## src/rtl/gtmr_pkg.sv

```systemverilog
package gtmr_pkg;
  localparam int BYTE_W = 8;
  localparam int CNT_W  = 2 * BYTE_W;
  localparam int CTRL_W = 10;

  // Packed MSB first: bit9 irqEn ... bit0 run
  typedef struct packed {
    logic       irqEn;
    logic       gateHigh;
    logic       gateCmp;
    logic       gateEn;
    logic [2:0] preSel;
    logic       noSync;
    logic       extSel;
    logic       run;
  } ctrlReg_t;

  typedef struct packed {
    logic incr;
    logic loadLo;
    logic loadHi;
  } dpStrobe_t;
endpackage

```

## src/rtl/gtmr_ctrl.sv

```systemverilog
module gtmr_ctrl
  import gtmr_pkg::*;
#(
  parameter int INSTR_DIV   = 4,
  parameter int PRE_USE     = 2,
  parameter int SYNC_STAGES = 2
) (
  input  logic              clk,
  input  logic              rstN,
  input  logic              ctrlWe,
  input  logic [CTRL_W-1:0] ctrlWdata,
  input  logic              extClk,
  input  logic              gatePin,
  input  logic              cmpOut,
  input  logic              wrLo,
  input  logic              wrHi,
  output ctrlReg_t          ctrlQ,
  output dpStrobe_t         strobe
);
  localparam int PH_W      = $clog2(INSTR_DIV);
  localparam int PRE_CNT_W = (1 << PRE_USE) - 1;

  logic [PH_W-1:0]      phase;
  logic                 instrTick;
  logic [SYNC_STAGES:0] syncSh;
  logic                 rawQ;
  logic                 syncPulse;
  logic                 asyncPulse;
  logic                 srcTick;
  logic                 gateRaw;
  logic                 gateActive;
  logic                 countOk;
  logic                 anyWr;
  logic [PRE_CNT_W-1:0] preCnt;
  logic [PRE_CNT_W-1:0] preLimit;
  logic                 preLast;

  always_ff @(posedge clk) begin
    if (!rstN) ctrlQ <= '0;
    else if (ctrlWe) ctrlQ <= ctrlReg_t'(ctrlWdata);
  end

  // Instruction clock phase
  assign instrTick = (phase == PH_W'(INSTR_DIV - 1));
  always_ff @(posedge clk) begin
    if (!rstN) phase <= '0;
    else phase <= instrTick ? '0 : phase + PH_W'(1);
  end

  // External clock: synchronized chain plus edge flop, and raw edge path
  always_ff @(posedge clk) begin
    if (!rstN) begin
      syncSh <= '0;
      rawQ   <= 1'b0;
    end else begin
      syncSh <= {syncSh[SYNC_STAGES-1:0], extClk};
      rawQ   <= extClk;
    end
  end
  assign syncPulse  = syncSh[SYNC_STAGES-1] & ~syncSh[SYNC_STAGES];
  assign asyncPulse = extClk & ~rawQ;

  assign srcTick = ctrlQ.extSel ? (ctrlQ.noSync ? asyncPulse : syncPulse)
                                : instrTick;

  // Gate
  assign gateRaw    = ctrlQ.gateCmp ? cmpOut : gatePin;
  assign gateActive = ctrlQ.gateHigh ? gateRaw : ~gateRaw;
  assign countOk    = ctrlQ.run & (~ctrlQ.gateEn | gateActive);

  // Prescaler
  assign anyWr    = wrLo | wrHi;
  assign preLimit = (PRE_CNT_W'(1) << ctrlQ.preSel[PRE_USE-1:0]) - PRE_CNT_W'(1);
  assign preLast  = (preCnt >= preLimit);

  always_ff @(posedge clk) begin
    if (!rstN || anyWr) preCnt <= '0;
    else if (countOk && srcTick) preCnt <= preLast ? '0 : preCnt + PRE_CNT_W'(1);
  end

  assign strobe.incr   = countOk & srcTick & preLast & ~anyWr;
  assign strobe.loadLo = wrLo;
  assign strobe.loadHi = wrHi;
endmodule

```

## src/rtl/gtmr_dp.sv

```systemverilog
module gtmr_dp
  import gtmr_pkg::*;
(
  input  logic              clk,
  input  logic              rstN,
  input  dpStrobe_t         strobe,
  input  logic [BYTE_W-1:0] wrData,
  input  logic              flagClr,
  input  logic              irqEn,
  output logic [CNT_W-1:0]  cntQ,
  output logic              ovfFlag,
  output logic              irq
);
  logic wrap;

  assign wrap = strobe.incr & (cntQ == '1);

  always_ff @(posedge clk) begin
    if (!rstN) cntQ <= '0;
    else if (strobe.loadLo || strobe.loadHi) begin
      if (strobe.loadHi) cntQ[CNT_W-1:BYTE_W] <= wrData;
      if (strobe.loadLo) cntQ[BYTE_W-1:0]     <= wrData;
    end else if (strobe.incr) cntQ <= cntQ + CNT_W'(1);
  end

  always_ff @(posedge clk) begin
    if (!rstN) ovfFlag <= 1'b0;
    else if (wrap) ovfFlag <= 1'b1;
    else if (flagClr) ovfFlag <= 1'b0;
  end

  assign irq = ovfFlag & irqEn;
endmodule

```

## src/rtl/gated_timer16.sv

```systemverilog
module gated_timer16
  import gtmr_pkg::*;
(
  input  logic              clk,
  input  logic              rstN,
  input  logic              ctrlWe,
  input  logic [CTRL_W-1:0] ctrlWdata,
  input  logic              wrLo,
  input  logic              wrHi,
  input  logic [BYTE_W-1:0] wrData,
  output logic [BYTE_W-1:0] rdLo,
  output logic [BYTE_W-1:0] rdHi,
  input  logic              extClk,
  input  logic              gatePin,
  input  logic              cmpOut,
  input  logic              flagClr,
  output logic              ovfFlag,
  output logic              irq
);
  ctrlReg_t         ctrlQ;
  dpStrobe_t        strobe;
  logic [CNT_W-1:0] cntQ;

  gtmr_ctrl u_ctrl (
    .clk(clk), .rstN(rstN), .ctrlWe(ctrlWe), .ctrlWdata(ctrlWdata),
    .extClk(extClk), .gatePin(gatePin), .cmpOut(cmpOut),
    .wrLo(wrLo), .wrHi(wrHi), .ctrlQ(ctrlQ), .strobe(strobe)
  );

  gtmr_dp u_dp (
    .clk(clk), .rstN(rstN), .strobe(strobe), .wrData(wrData),
    .flagClr(flagClr), .irqEn(ctrlQ.irqEn), .cntQ(cntQ),
    .ovfFlag(ovfFlag), .irq(irq)
  );

  assign rdLo = cntQ[BYTE_W-1:0];
  assign rdHi = cntQ[CNT_W-1:BYTE_W];
endmodule

```

## config.mk

```make
export PLATFORM = sky130hd
export DESIGN_NAME = gated_timer16
export DESIGN_NICKNAME = d
export VERILOG_FILES = /design/src/rtl/gtmr_pkg.sv /design/src/rtl/gtmr_ctrl.sv /design/src/rtl/gtmr_dp.sv /design/src/rtl/gated_timer16.sv
export SDC_FILE = /design/constraint.sdc
export NUM_CORES = 1
export LEC_CHECK = 0
export BUFFER_PORTS_ARGS = -buffer_cell sky130_fd_sc_hd__buf_2
export CAP_MARGIN = 20
export CORE_MARGIN = 3
export CORE_UTILIZATION = 55
export DETAILED_ROUTE_END_ITERATION = 8
export GPL_TIMING_DRIVEN = 0
export HOLD_SLACK_MARGIN = 0.03
export PLACE_DENSITY_LB_ADDON = 0.12
export SETUP_SLACK_MARGIN = 0.05
export SLEW_MARGIN = 20
export SYNTH_ARGS = -nofsm -noshare
export SYNTH_HDL_FRONTEND = slang
export SYNTH_SLANG_ARGS = --single-unit
```

## constraint.sdc

```tcl
create_clock -name clk -period 4.4 [get_ports clk]
set_input_delay 0.22 -clock clk [delete_from_list [all_inputs] [get_ports clk]]
set_output_delay 0.22 -clock clk [all_outputs]
set_load 0.01 [all_outputs]
```

==> flow_summary_export.csv, run 1 <==
group,metric,value,unit
status,status,"finished clean",
grt,antenna_found_initial,0,
clocking,numCtsBuffers,5,
floorplan,die_w,66.0,µm
timing,relSlewSlack,47.1,%
routing,post_drt_via_cell_ratio,6.08,
setup_path,worstSetupPathType,"flop to flop",
routing,ant_nets,0,
setup_path,critPathBufInv,0,
setup_path,r2r-start,"u_ctrl.ctrlQ[3]$_SDFFE_PN0P_",
setup_path,worstPathMaxFanout,6,
clocking,cts_setup_buffers,0,
clocking,clock-sinks,34,
setup_path,start_kind,"flop",
timing,maxSlewViolCount,0,
run,cap_violations,0,
power,p_per_area,280,nW/µm²
synthesis,yosysMostFrequentCell,"dfxtp_1",
synthesis,ys_top_cells_by_area,"dfxtp_1, mux2i_1, nand2_1",
placement,port_buffers,42,
setup_path,cp-end-kind,"flop",
timing,tns,0,ns
synthesis,ys_ff_latch,34,
floorplan,coreArea,3390,µm²
synthesis,yosysUniqueCellTypes,53,
hold_path,hp-start,"extClk",
floorplan,dieArea,4350,µm²
routing,dr_wl_met3,491,µm
timing,tightest_slew,0.783,ns
grt,grt_overflow,0,
floorplan,rows,21,
grt,grt_pass1_wl,8760,µm
routing,first_pass_iters,5,
timing,fin_crit,2.52,ns
timing,hold_ws,0.0867,ns
placement,hpwlAfterDp,3970,µm
synthesis,yosysWarningCount,0,
setup_path,crit_slowest_cell,"a211oi_1",
layout,fin_nets,321,
timing,setup_viol,0,
layout,diodes,0,
setup_path,path_delay_family,"compound AO/OA/AOI/OAI gates",
clocking,holdBufCountCts,0,
synthesis,synth-async-reset-ratio,0,%
clocking,clk_pin_slew_worst_paths,0.10,ns
timing,final_hold_viol_count,0,
synthesis,netlist_top_cells_count,"dfxtp_1, nand2_1, nor2_1",
layout,utilization,68.0,%
floorplan,die_y,66.0,µm
floorplan,ios,45,
grt,grt_usage,26.3,%
routing,vias,2038,
setup_path,cp.arrival,2.72,ns
clocking,clockBufferDepth,2,
synthesis,avgSynthCellArea,8.27,µm²
setup_path,r2r_cells,7,
power,peakVddDrop,0.178,mV
synthesis,seq_area_frac_synth,34.4,%
routing,drtIter0Drc,241,
layout,area_growth,16.6,%
synthesis,syn_area,1980,µm²
grt,grt_pass1_vias,1761,
setup_path,crit_chain,"or2_2 > ha_1 > nand2b_1 > a211oi_1 > nor3_2 > a21oi_1 > o211ai_1",
hold_path,hold_path.class,"primary input to flop",
synthesis,synthCells,239,
setup_path,startpoint,"u_ctrl.ctrlQ[3]$_SDFFE_PN0P_",
timing,rsz0062_at_grt,"false",
timing,clock-skew-final,0.0111,ns
synthesis,synth_edf_count,0,
routing,drt_wl_total,5370,µm
power,p_total,0.000645,W
routing,wl_met1,2350,µm
grt,grt_max_degree,11,
routing,routed.top_layer,"met4",
floorplan,initial_core_util,58.3,%
setup_path,max_stage_delay,0.49,ns
synthesis,yosys.area.top_type_share,34.4,%
routing,drc,0,
clocking,htree_levels,2,
routing,wire_per_inst,16.0,µm
power,leakagePower,0.972,nW
timing,finalCritPeriodShare,57.2,%
synthesis,ys.flop_type,"dfxtp_1",
clocking,cts_root_buf,"clkbuf_4",
layout,drive_gt1_share,20.8,%
clocking,clock_latency,0.34,ns
timing,max_freq,398,MHz
hold_path,min_path_cells,2,
setup_path,crit_cells,7,
clocking,cts.repair.resized,0,
synthesis,syn-num-nets,272,
setup_path,r2r_slack,1.88,ns
setup_path,required,4.61,ns
clocking,cts_tree,"built",
synthesis,yosys.area.top_type,"dfxtp_1",
routing,met2_length,2460,µm
placement,gp_congestion,0.869,
## cells by family after synthesis
family                     synth area share, %
AOI/OAI and AO/OA                         20.1
adders and majority gates                 3.80
muxes                                     7.59
and+or+nand+nor                           29.2
buffers and inverters                     4.05
xor gates and xnor gates                 0.886
DFF                                       34.4
## cell usage in the layout (no fill, tap or decap), drive strengths merged, types with 2 or more instances in the layout
| master | netlist | layout |
|---|---|---|
| nand4 | 6 | 6 |
| nand2b | 4 | 4 |
| nand3 | 10 | 10 |
| and2 | 5 | 5 |
| a221oi | 3 | 3 |
| nor2 | 20 | 20 |
| or3 | 4 | 4 |
| or2 | 3 | 3 |
| ha | 6 | 6 |
| o21ai | 12 | 12 |
| o31ai | 5 | 5 |
| a32o | 6 | 6 |
| nor3b | 2 | 2 |
| o21a | 2 | 2 |
| nor4 | 7 | 7 |
| inv | 7 | 7 |
| nand3b | 2 | 2 |
| mux2i | 15 | 15 |
| nor2b | 3 | 3 |
| nor3 | 5 | 5 |
| nand2 | 29 | 29 |
| buf | 3 | 45 |
| xor2 | 2 | 2 |
| a31oi | 4 | 4 |
| a21oi | 6 | 6 |
| clkbuf | 9 | 16 |
| and3 | 4 | 4 |
| dfxtp | 34 | 34 |
| o211ai | 3 | 3 |
| nand4b | 2 | 2 |
## report_power, final
part	internal, W	leakage (nW)	total, W	switching, W
Combinational	0.0000497	0.658	0.000116	0.0000667
Sequential	0.000325	0.279	0.000343	0.0000176
Clock	0.0000775	0.0353	0.000186	0.000108
Total	0.000452	0.972	0.000645	0.000193
## final timing paths
check                                endpoint
hold reg to reg    u_ctrl.phase[0]$_SDFF_PP0_
setup / recovery   u_dp.cntQ[15]$_SDFFE_PN0P_
setup reg to reg   u_dp.cntQ[15]$_SDFFE_PN0P_
hold / removal    u_ctrl.syncSh[0]$_SDFF_PN0_
## state kept, by name (all words and copies together), names as in the netlist
name,cells
u_dp.cntQ,16
u_ctrl.ctrlQ,9
u_ctrl.preCnt,3
u_ctrl.syncSh,3
u_ctrl.phase,2
u_dp.ovfFlag,1
## per-layer routing
layer | vias to the layer above | track usage (%)
met4 | 0 | 9.90
li1 | 1000 | -
met1 | 924 | 39.9
met3 | 10 | 5.61
met2 | 104 | 35.8
met5 | - | 0
## metrics by stage
stage                     instances  setup slack [ns]  instance area, µm²
after CTS                       335              1.91                2300
after global placement          327              1.95                2240
final                           335              1.88                2300
after floorplan                 239              2.18                1980
after detailed placement        327              1.91                2240
after global routing            335              1.72                2300
## layout make-up
class                           instances  area, µm²
Buffer                                 12       53.8
Clock inverter                          1       5.00
Clock buffer                            7       55.1
Timing Repair Buffer                   42        210
Tap cell                               46       57.6
Inverter                                7       26.3
Multi-Input combinational cell        186       1220
Fill cell                             319       1080
Sequential cell                        34        681
## worst reg2reg max path: stages, from the launching register on
cell and delay (ns):
dfxtp_1 0.34, or2_2 0.29, ha_1 0.27, nand2b_1 0.14, a211oi_1 0.49, nor3_2 0.19, a21oi_1 0.49, o211ai_1 0.17
Note: power is estimated with default switching activity, not from simulation.
==> run 2: changes to the inputs <==
- ABC_AREA: unset -> 1
- CORE_UTILIZATION: 55 -> 54
- clock period: 4.4 -> 2.5 ns (I/O delays scaled with it)
==> flow_summary_export.csv, run 2 <==
group,metric,value,unit
layout,final_common_cell,"nand2_1",
synthesis,seq_area_frac_synth,33.9,%
routing,drt_wl_total,4980,µm
timing,tightest_slew,0.515,ns
synthesis,yosysWarningCount,0,
synthesis,avgSynthCellArea,6.34,µm²
grt,grt_usage,24.2,%
timing,relSlewSlack,65.7,%
floorplan,ios,45,
synthesis,netlist_top_cells_count,"nand2_1, nor2_1, inv_1",
setup_path,worstSetupPathType,"flop to flop",
synthesis,yosysMostFrequentCell,"nand2_1",
synthesis,synthCells,317,
timing,fin_crit,1.82,ns
routing,wire_per_inst,12.0,µm
synthesis,yosys.area.top_type,"dfxtp_1",
timing,hold_ws,0.0324,ns
routing,drc,0,
power,p_per_area,560,nW/µm²
clocking,htree_levels,2,
synthesis,yosys.area.top_type_share,33.9,%
grt,grt_pass1_wl,8300,µm
clocking,cts_root_buf,"clkbuf_8",
synthesis,ys.flop_type,"dfxtp_1",
floorplan,dieArea,4490,µm²
clocking,holdBufCountCts,0,
power,peakVddDrop,0.401,mV
power,leakagePower,1.23,nW
routing,vias,2110,
grt,grt_pass1_vias,1933,
grt,grt_overflow,0,
grt,antenna_found_initial,0,
synthesis,syn-num-nets,350,
floorplan,die_y,67,µm
setup_path,cp-end-kind,"flop",
synthesis,ys_top_cells_by_area,"dfxtp_1, nand2_1, nor2_1",
floorplan,initial_core_util,57.9,%
layout,final_cell_mix,"nand2_1, nor2_1, buf_2",
routing,first_pass_iters,4,
layout,largest_reg_flops,16,
clocking,clockBufferDepth,2,
clocking,cts_setup_buffers,0,
placement,port_buffers,43,
synthesis,synth-async-reset-ratio,0,%
clocking,numCtsBuffers,5,
setup_path,worstPathMaxFanout,10,
timing,rsz0062_at_grt,"false",
setup_path,crit_chain,"or2_2 > ha_1 > nand3_1 > nand3_1 > nand4_2 > buf_2 > nand3_1 > nand2_1 > nor2_1",
clocking,cts.repair.resized,0,
clocking,clk_pin_slew_worst_paths,0.08,ns
setup_path,crit_top_cell,"nand3_1",
layout,fin_nets,400,
floorplan,die_w,67,µm
power,p_total,0.00134,W
setup_path,path_delay_family,"simple AND/OR/NAND/NOR gates",
run,cap_violations,0,
timing,tns,0,ns
setup_path,crit_slowest_cell,"dfxtp_1",
synthesis,ys_ff_latch,34,
timing,setup_viol,0,
layout,reg_top3,"u_dp.cntQ x16, u_ctrl.ctrlQ x9",
setup_path,max_stage_delay,0.32,ns
timing,finalCritPeriodShare,73.0,%
synthesis,synth_edf_count,0,
clocking,clock_latency,0.29,ns
routing,drtIter0Drc,152,
grt,grt_max_degree,13,
status,status,"finished clean",
setup_path,required,2.69,ns
setup_path,cp.arrival,2.01,ns
routing,ant_nets,0,
placement,hpwlAfterDp,3660,µm
layout,utilization,69.1,%
clocking,clock-sinks,34,
layout,diodes,0,
setup_path,critPathBufInv,1,
clocking,cts_tree,"built",
synthesis,syn_area,2010,µm²
layout,regMostFlops,"u_dp.cntQ",
floorplan,rows,21,
placement,gp_congestion,0.849,
hold_path,hold_path.class,"primary input to flop",
timing,max_freq,548,MHz
synthesis,yosysUniqueCellTypes,31,
setup_path,start_kind,"flop",
layout,area_growth,19.2,%
timing,final_hold_viol_count,0,
timing,clock-skew-final,0.00379,ns
floorplan,coreArea,3470,µm²
layout,drive_gt1_share,19.3,%
routing,post_drt_via_cell_ratio,5.10,
timing,maxSlewViolCount,0,
run 2: stage by stage:
stage,worst slack (ns),instance area (µm²),std cells
6_report,0.676,2400,414
5_1_grt,0.498,2400,414
4_1_cts,0.683,2400,414
3_5_place_dp,0.694,2280,406
3_3_place_gp,0.735,2280,406
2_1_floorplan,0.888,2010,317
run 2: kinds of logic (layout without fill, tap and decap cells):
| kind of cell | Yosys count | count (layout) | synth area share (%) |
|---|---|---|---|
| simple gates | 193 | 193 | 42.8 |
| buf+inv | 47 | 98 | 9.15 |
| compound gates | 36 | 36 | 10.0 |
| flops | 34 | 34 | 33.9 |
| fa+ha+maj | 6 | 6 | 3.74 |
| xor+xnor | 1 | 1 | 0.436 |
run 2: area by class of cell:
type                       instances  area (µm²)
fill                             343        1070
clock inverter                     3        45.0
multi-input combinational        236        1140
buffer                             9        41.3
timing repair buffer              43         215
sequential                        34         681
clock buffer                       5        68.8
inverter                          38         143
tap                               46        57.6
run 2: worst register-to-register path, cell delays in order (launching register included):
cell,delay [ns]
dfxtp_1,0.32
or2_2,0.30
ha_1,0.28
nand3_1,0.07
nand3_1,0.14
nand4_2,0.16
buf_2,0.25
nand3_1,0.10
nand2_1,0.08
nor2_1,0.04
run 2: power breakdown:
group          total [W]  internal, W  switching [W]
combinational   0.000214    0.0000870       0.000127
clock           0.000515     0.000297       0.000219
sequential      0.000612     0.000578      0.0000344
run 2: final timing paths:
check | start | endpoint | slack, ns | depth (start not counted)
setup / recovery | u_ctrl.ctrlQ[3]$_SDFFE_PN0P_ | u_dp.cntQ[12]$_SDFFE_PN0P_ | 0.68 | 9
hold / removal | extClk | u_ctrl.syncSh[0]$_SDFF_PN0_ | 0.03 | 3
setup reg to reg | u_ctrl.ctrlQ[3]$_SDFFE_PN0P_ | u_dp.cntQ[12]$_SDFFE_PN0P_ | 0.68 | 9
hold reg to reg | u_ctrl.phase[0]$_SDFF_PP0_ | u_ctrl.phase[0]$_SDFF_PP0_ | 0.42 | 1
run 2: layer usage:
layer,wire length [µm],share of wire [%],global-route usage [%]
met5,0,0,0
met4,95,1.9,9.37
met3,275,5.5,4.38
met2,2450,49,43.2
met1,2160,43,28.3
